### src/rtl/qdma_trigger_ctl.sv
module qdma_trigger_ctl #(
  parameter int NCH    = 8,
  parameter int SLOT_W = 9,
  parameter int WORD_W = 3,
  parameter int CODE_W = 6,
  parameter int AW     = 16,
  parameter int DW     = 32
)(
  input  logic                    clk,
  input  logic                    rst_n,
  input  logic                    bus_wr,
  input  logic [AW-1:0]           bus_addr,
  input  logic [DW-1:0]           bus_wdata,
  output logic [DW-1:0]           bus_rdata,
  output logic                    req_valid,
  output logic [$clog2(NCH)-1:0]  req_chan,
  output logic [SLOT_W-1:0]       req_slot,
  input  logic                    req_ack,
  input  logic                    done_valid,
  input  logic [CODE_W-1:0]       done_code
);
  localparam int CH_W  = $clog2(NCH);
  localparam int MAP_W = SLOT_W + WORD_W;
  localparam int SPAN  = MAP_W + 2;
  localparam int NCODE = 1 << CODE_W;

  localparam logic [AW-1:0] A_MAP      = AW'(16'h0200);
  localparam logic [AW-1:0] A_MISS_RD  = AW'(16'h0310);
  localparam logic [AW-1:0] A_MISS_CLR = AW'(16'h0314);
  localparam logic [AW-1:0] A_PEND_LO  = AW'(16'h1068);
  localparam logic [AW-1:0] A_PEND_HI  = AW'(16'h106C);
  localparam logic [AW-1:0] A_PCLR_LO  = AW'(16'h1070);
  localparam logic [AW-1:0] A_PCLR_HI  = AW'(16'h1074);
  localparam logic [AW-1:0] A_EN_RD    = AW'(16'h1084);
  localparam logic [AW-1:0] A_EN_CLR   = AW'(16'h1088);
  localparam logic [AW-1:0] A_EN_SET   = AW'(16'h108C);
  localparam logic [AW-1:0] A_SEC_RD   = AW'(16'h1090);
  localparam logic [AW-1:0] A_SEC_CLR  = AW'(16'h1094);

  logic [MAP_W-1:0] map_q [NCH];
  logic [NCH-1:0]   en_q, sec_q, miss_q;
  logic [NCODE-1:0] pend_q;

  logic             aligned, slot_wr, map_hit;
  logic [MAP_W-1:0] wr_key;
  logic [CH_W-1:0]  map_idx;
  logic [NCH-1:0]   trig, ack_mask, en_set, en_clr, sec_clr, miss_clr;
  logic [NCODE-1:0] pend_set, pend_clr;

  assign aligned  = (bus_addr[1:0] == 2'b00);
  assign slot_wr  = bus_wr && aligned && (bus_addr[AW-1:SPAN] == (AW-SPAN)'(1));
  assign wr_key   = bus_addr[SPAN-1:2];
  assign map_hit  = aligned && (bus_addr[AW-1:CH_W+2] == A_MAP[AW-1:CH_W+2]);
  assign map_idx  = bus_addr[CH_W+1:2];

  assign en_set   = (bus_wr && bus_addr == A_EN_SET)   ? bus_wdata[NCH-1:0] : '0;
  assign en_clr   = (bus_wr && bus_addr == A_EN_CLR)   ? bus_wdata[NCH-1:0] : '0;
  assign sec_clr  = (bus_wr && bus_addr == A_SEC_CLR)  ? bus_wdata[NCH-1:0] : '0;
  assign miss_clr = (bus_wr && bus_addr == A_MISS_CLR) ? bus_wdata[NCH-1:0] : '0;
  assign pend_clr = {(bus_wr && bus_addr == A_PCLR_HI) ? bus_wdata : '0,
                     (bus_wr && bus_addr == A_PCLR_LO) ? bus_wdata : '0};
  assign pend_set = done_valid ? (NCODE'(1) << done_code) : '0;

  genvar g;
  generate
    for (g = 0; g < NCH; g++) begin : g_trig
      assign trig[g] = slot_wr && en_q[g] && (map_q[g] != '0) && (map_q[g] == wr_key);
    end
  endgenerate

  always_comb begin
    req_chan = '0;
    for (int i = NCH - 1; i >= 0; i--)
      if (sec_q[i]) req_chan = CH_W'(i);
  end

  assign req_valid = |sec_q;
  assign req_slot  = map_q[req_chan][MAP_W-1:WORD_W];
  assign ack_mask  = (req_valid && req_ack) ? (NCH'(1) << req_chan) : '0;

  always_ff @(posedge clk or negedge rst_n) begin
    if (!rst_n) begin
      en_q   <= '0;
      sec_q  <= '0;
      miss_q <= '0;
      pend_q <= '0;
      for (int i = 0; i < NCH; i++) map_q[i] <= '0;
    end else begin
      en_q   <= (en_q | en_set) & ~en_clr;
      sec_q  <= (sec_q & ~ack_mask & ~sec_clr) | trig;
      miss_q <= (miss_q & ~miss_clr) | (trig & sec_q & ~ack_mask);
      pend_q <= (pend_q & ~pend_clr) | pend_set;
      for (int i = 0; i < NCH; i++)
        if (bus_wr && map_hit && map_idx == CH_W'(i))
          map_q[i] <= bus_wdata[SPAN-1:2];
    end
  end

  always_comb begin
    bus_rdata = '0;
    if (map_hit) bus_rdata = DW'({map_q[map_idx], 2'b00});
    else begin
      case (bus_addr)
        A_MISS_RD: bus_rdata = DW'(miss_q);
        A_EN_RD:   bus_rdata = DW'(en_q);
        A_SEC_RD:  bus_rdata = DW'(sec_q);
        A_PEND_LO: bus_rdata = pend_q[DW-1:0];
        A_PEND_HI: bus_rdata = pend_q[2*DW-1:DW];
        default:   bus_rdata = '0;
      endcase
    end
  end

  a_r7_ack_clears_secondary: assert property (@(posedge clk) disable iff (!rst_n)
    (req_valid && req_ack && !bus_wr) |=> !sec_q[$past(req_chan)]);

  a_r8_grant_lowest: assert property (@(posedge clk) disable iff (!rst_n)
    req_valid |-> (sec_q[req_chan] && ((sec_q & ((NCH'(1) << req_chan) - NCH'(1))) == '0)));

  a_r9_miss_needs_outstanding: assert property (@(posedge clk) disable iff (!rst_n)
    rst_n |=> ((miss_q & ~$past(miss_q) & ~$past(sec_q)) == '0));

  a_r10_completion_sets_pending: assert property (@(posedge clk) disable iff (!rst_n)
    done_valid |=> pend_q[$past(done_code)]);

  a_r4_enable_set_takes: assert property (@(posedge clk) disable iff (!rst_n)
    (bus_wr && bus_addr == A_EN_SET) |=>
      ((en_q & $past(bus_wdata[NCH-1:0])) == $past(bus_wdata[NCH-1:0])));
endmodule

### config.mk
export PLATFORM = sky130hd
export DESIGN_NAME = qdma_trigger_ctl
export DESIGN_NICKNAME = d
export VERILOG_FILES = /design/src/rtl/qdma_trigger_ctl.sv
export SDC_FILE = /design/constraint.sdc
export NUM_CORES = 1
export LEC_CHECK = 0
export ABC_AREA = 1
export BUFFER_PORTS_ARGS = -buffer_cell sky130_fd_sc_hd__buf_2
export CAP_MARGIN = 0
export CORE_ASPECT_RATIO = 0.5
export CORE_UTILIZATION = 47
export CTS_CLUSTER_SIZE = 24
export DETAILED_ROUTE_END_ITERATION = 8
export PLACE_DENSITY = 0.75
export SYNTH_ARGS = -nofsm -noshare
export SYNTH_HDL_FRONTEND = slang
export SYNTH_SLANG_ARGS = --single-unit
export TNS_END_PERCENT = 5
### constraint.sdc
create_clock -name clk -period 2.15 [get_ports clk]
set_clock_uncertainty 0.05 [all_clocks]
set_input_delay 0.215 -clock clk [delete_from_list [all_inputs] [get_ports clk]]
set_output_delay 0.215 -clock clk [all_outputs]
set_load 0.01 [all_outputs]
Word-level counts from Yosys, hierarchy flattened
Index checks and enable logic that the tools add are counted.
{ "word_totals": {"word_cells": 140, "in_bits": 59, "register_bits": 184, "output_inout_bits": 45} }
{ "classes": {"shifts": 2, "reduce_logical": 54, "n_mux": 24, "n_bitwise": 18, "order_cmp": 2, "n_eq_ne": 28} }
{ "ops": {"columns": ["cell", "count"], "rows": [
  ["$pmux W32 S5", 1],
  ["$eq A16 B13 Y1 const B", 9],
  ["$eq A12 B12 Y1", 8],
  ["$mux W32", 3],
  ["$reduce_bool A12 Y1", 8],
  ["$bmux W12 S3", 2],
  ["$and A64 B64 Y64", 1],
  ["$mux W64", 1],
  ["$not A64 Y64", 1],
  ["$or A64 B64 Y64", 1],
  ["$shl A1 B6 Y64 const A", 1],
  ["$and A8 B8 Y8", 6],
  ["$mux W12", 4],
  ["$logic_and A1 B1 Y1", 43],
  ["$mux W8", 5],
  ["$eq A16 B10 Y1 const B", 2],
  ["$not A8 Y8", 4],
  ["$mux W3", 8],
  ["$or A8 B8 Y8", 3],
  ["$eq A3 B3 Y1 const B", 4],
  ["$eq A11 B5 Y1 const B", 1],
  ["$ge A4 B4 Y1 const B", 2],
  ["$not A3 Y4", 2],
  ["$reduce_or A8 Y1", 1],
  ["other kinds (6)", 7]
]} }

Logic depth before layout (Yosys ltp)
{ "depth": {"word_depth": 14, "mapped_depth": 13, "ltp_nobuf": 12} }

Worst setup path after synthesis
No wires, ideal clock.
{ "synth_path": {"path_kind": "register to output", "startpoint": "reg sec_q[5]", "endpoint": "out req_slot[1]", "path_slack_ns": 0.297, "t_arrival_ns": 1.588, "n_path_buf": 2, "required_ns": 1.885, "stages_incl_launch_ff": 12, "cell_sequence": "dfrtp_1 > nor2_1 > nand2_1 > a21oi_1 > buf_2 > buf_2 > nand4_1 > nand2_1 > inv_1 > nand3_1 > nand2_1 > nand2_1"} }
{ "synth_via": {"elab_chain_cells": 10} }
{ "synth_rtl": {"columns": ["item", "line", "rtl"], "rows": [
  ["start: declaration", "41", "logic [NCH-1:0] en_q, sec_q, miss_q;"],
  ["start signal: assignment", "90", "sec_q <= (sec_q & ~ack_mask & ~sec_clr) | trig;"],
  ["$mux W3 (6 in series)", "74", "if (sec_q[i]) req_chan = CH_W'(i);"],
  ["via req_chan[1]", "16", "output logic [$clog2(NCH)-1:0] req_chan,"],
  ["$not A3 Y4 (implied by the code)", "78", "assign req_slot = map_q[req_chan][MAP_W-1:WORD_W];"],
  ["$bmux W12 S3", "78", null],
  ["$mux W12 (implied by the code) (2 in series)", "78", null],
  ["end: declaration", "17", "output logic [SLOT_W-1:0] req_slot,"]
]} }
The timed path passes the listed nets, and every way through them passes these cells. The select of a mux whose other input is x is not followed.

Worst setup path in the final report
{ "layout_path": {"startpoint": "reg sec_q[6]", "endpoint": "out req_slot[6]"} }
{ "layout_via": {"elab_chain_cells": 11} }
{ "layout_rtl": {"columns": ["item", "line"], "rows": [
  ["$mux W3 (7 in series)", "74"],
  ["$not A3 Y4 (implied by the code)", "78"],
  ["$bmux W12 S3", "78"],
  ["$mux W12 (implied by the code) (2 in series)", "78"]
]} }
No other way between the ends. The select of a mux whose other input is x is not followed.

==> results by group <==
Min path
  • Hold Path Class: primary input to register
  • HP Start: bus_wdata[29]

Power and ir drop
  • Clk pwr share: 0.345
  • Combinational Power Share: 0.254
  • Peak VDD IR: 553 uV
  • PwrDens: 686 mW/mm2
  • Internal cell power: just over 6000 uW
  • Pleak: around 0.007 uW
  • Sw frac: 0.356
  • Sequential power share: 0.401
  • Psw: ~3400 uW

Die
  • Core Region: 0.0244 mm2
  • # IOs: 104
  • Die area: 0.0259 mm2
  • Initial Util: 0.487
  • # rows: 40
  • Die height: 114 um
  • Die W: 227 um

Place
  • Post-DP HPWL: 35.9 mm
  • GP Congestion: roughly 1.1
  • I/O Buffers: just over 100
  • Pre-CTS setup slack: 18.9 ps
  • Placed cell area: 0.0132 mm2

Detailed routing
  • Total number of vias: 13200
  • DRT antenna net count: 0
  • Total wire length: 48.9 mm
  • Wire per inst: 22.5 um
  • Iteration-0 DRC Markers: 2160
  • DR vias/cell: 6.05
  • Remaining DRCs: 0
  • Pre-Repair DR Iteration Count: 8

Yosys
  • Seq cells post-synth: 184
  • Most frequent cell after synthesis: nand2_1
  • Net Count, Synth: 1777
  • Mapped Cells: around 1700
  • Largest area contributor in the netlist: dfrtp_1
  • Library cells used by synthesis: 40
  • Seq/Total Area, Yosys: 0.388
  • Share of the synthesized area in the top cell type: 0.388
  • Synth top area cells: dfrtp_1 39%, nand2_1 15%, nand3_1 7.7%
  • Synth Flop Type: dfrtp_1
  • Post-synth top cells: 470 x nand2_1, 184 x dfrtp_1, 182 x nand3_1, 182 x o21ai_0, 173 x inv_1
  • Ys async rst share: 1.00
  • Synth warnings: 0
  • Post-synthesis mux area share: 0
  • Post-Synthesis Cell Area: 0.0119 mm2
  • Simple-gate portion of the synthesized area: 0.350
  • Post-synthesis compound-gate area fraction: 0.127
  • Number of flops mapped to enable cells by yosys: 0
  • XOR/XNOR Fraction of Synth Area: 0.0332
  • Adder-cell share of the synthesized area: 0
  • Mean Syn Cell Area: 6.91 um2
  • Largest family of logic cells by synthesized area: simple AND/OR/NAND/NOR gates

Clock tree
  • Clock Path Buffers: 2
  • Clock transition at path regs: 70 ps
  • CTS tree: yes
  • Htree depth: 4
  • Postcts setup bufs: 0
  • CTS Root Buffer Type: clkbuf_16
  • Worst skew pair latency: 460 ps
  • Cts bufs inserted: 17
  • CTS sink count: about 180

Worst setup path
  • Worst r2r src: sec_q[5]
  • CP Data Arrival Time: roughly 2200 ps
  • Crit end category: output port
  • CP Class: register to output port
  • Max Fanout on Critical Path: 39
  • Startpoint types: register
  • Critical Path RT: ~1900 ps
  • CP startpoint: sec_q[6]

Global route
  • Gr ovfl total: 0
  • Antenna violations before repair: 2
  • Largest net degree at the start of global routing: 48
  • First-pass GRT wire length: 74.6 mm
  • GRT Total Usage: 0.391
  • Vias in the first global route: ~12000

Final layout
  • Fin area: 0.0140 mm2
  • Share of layout cells above drive strength 1: 0.151
  • Fin util: 0.574
  • Antenna fix cells: 0
  • Area growth syn-to-layout: 17.9%
  • Nets: 1888

Timing
  • Crit path time final: 2450 ps
  • Hold Vio Cnt, Final: 0
  • RSZ-0062 raised after global routing: yes
  • Final setup viols: 9
  • Slew Viols, Final: 0
  • Max_slew headroom: 0.578
  • Final Cycle Share: 1.14
  • PnR worst setup slack: -300 ps
  • Highest clock rate: 408 MHz
  • Worst-Margin Slew: 628 ps

Status
  • Status: finished, violations left
  • Failing checks: negative setup slack

Run
  • Max-cap viol count: 0
## worst paths after layout
path,to,slack [ps],depth (start not counted)
hold reg to reg,map_q[2],430,2
setup / recovery,req_slot[6],-300,13
setup reg to reg,sec_q[2],240,8
min in group asynchronous,pend_q[17],180,2
hold / removal,pend_q[29],20,4
max in group asynchronous,pend_q[63],1160,3
## critical path: stages (launching register included)
cell     delay, ps
dfrtp_1        360
inv_2           40
buf_4          140
nand2_2         60
nand2_2         60
a21oi_4        160
buf_12         220
nand4_1        110
nand2_1        130
inv_1           70
nand3_1         80
nand2_1         50
nand2_1         80
buf_2          130
## layer usage
layer / wire, um / GRT usage / part of all wire / vias up
met5: 100 / 0.0247 / 0.0020 / -
met4: 1620 / 0.131 / 0.033 / 4
met3: 7040 / 0.143 / 0.14 / 130
met2: 20300 / 0.561 / 0.41 / 936
met1: 19900 / 0.539 / 0.41 / 6163
li1: - / - / - / 5942
## per-stage QoR
stage	total power, uW	hold WS (ps)	setup TNS [ps]	instances
4_1_cts	9450	9.79	-2180	2178
2_1_floorplan	5120	-131	0	1718
5_1_grt	9930	30.9	-3510	2178
3_3_place_gp	6140	128	0	2143
6_report	9600	19.5	-2310	2178
3_5_place_dp	6170	132	0	2143
## sequential cells by signal, indices dropped and copies added (netlist names)
register / count
sec_q: 8
en_q: 8
miss_q: 8
map_q: 96
pend_q: 64
## repair_timing
item	CTS	global route
setup endpoints to repair	10	35
hold buffers	3	0
gates resized for setup	4	29
hold endpoints to repair	41	0
pin swaps	0	4
## final cells by class
class                           instances  area, um2
Inverter                              179        672
Timing Repair Buffer                  210       1540
Clock buffer                           19        443
Fill cell                            2336      10400
Multi-Input combinational cell       1237       6150
Tap cell                              336        420
Clock inverter                         13        168
Sequential cell                       184       4610
## cells in the final DEF, fill, tap and decap left out, types with 28 or more instances in the layout
master   count
buf_2      100
buf_4       85
dfrtp_1    183
inv_1      170
nand2_1    466
nand3_1    175
nand4_1    119
nor2_1      90
nor3_1      28
o21ai_0    180
xor2_1      28
## power groups by stage
| stage | Clock [uW] | Sequential [uW] | Combinational (uW) |
|---|---|---|---|
| after floorplan | 0 | 3860 | 1270 |
| after global placement | 0 | 3900 | 2230 |
| after detailed placement | 0 | 3900 | 2270 |
| after CTS | 3320 | 3840 | 2290 |
| after global routing | 3470 | 3870 | 2580 |
| final | 3310 | 3850 | 2440 |
## cell families (layout without fill, tap and decap cells)
family	after synthesis	count (layout)
xor+xnor	45	45
flops	184	184
simple gates	925	925
compound gates	267	267
buf+inv	297	421
(Power assumes the default switching activity.)
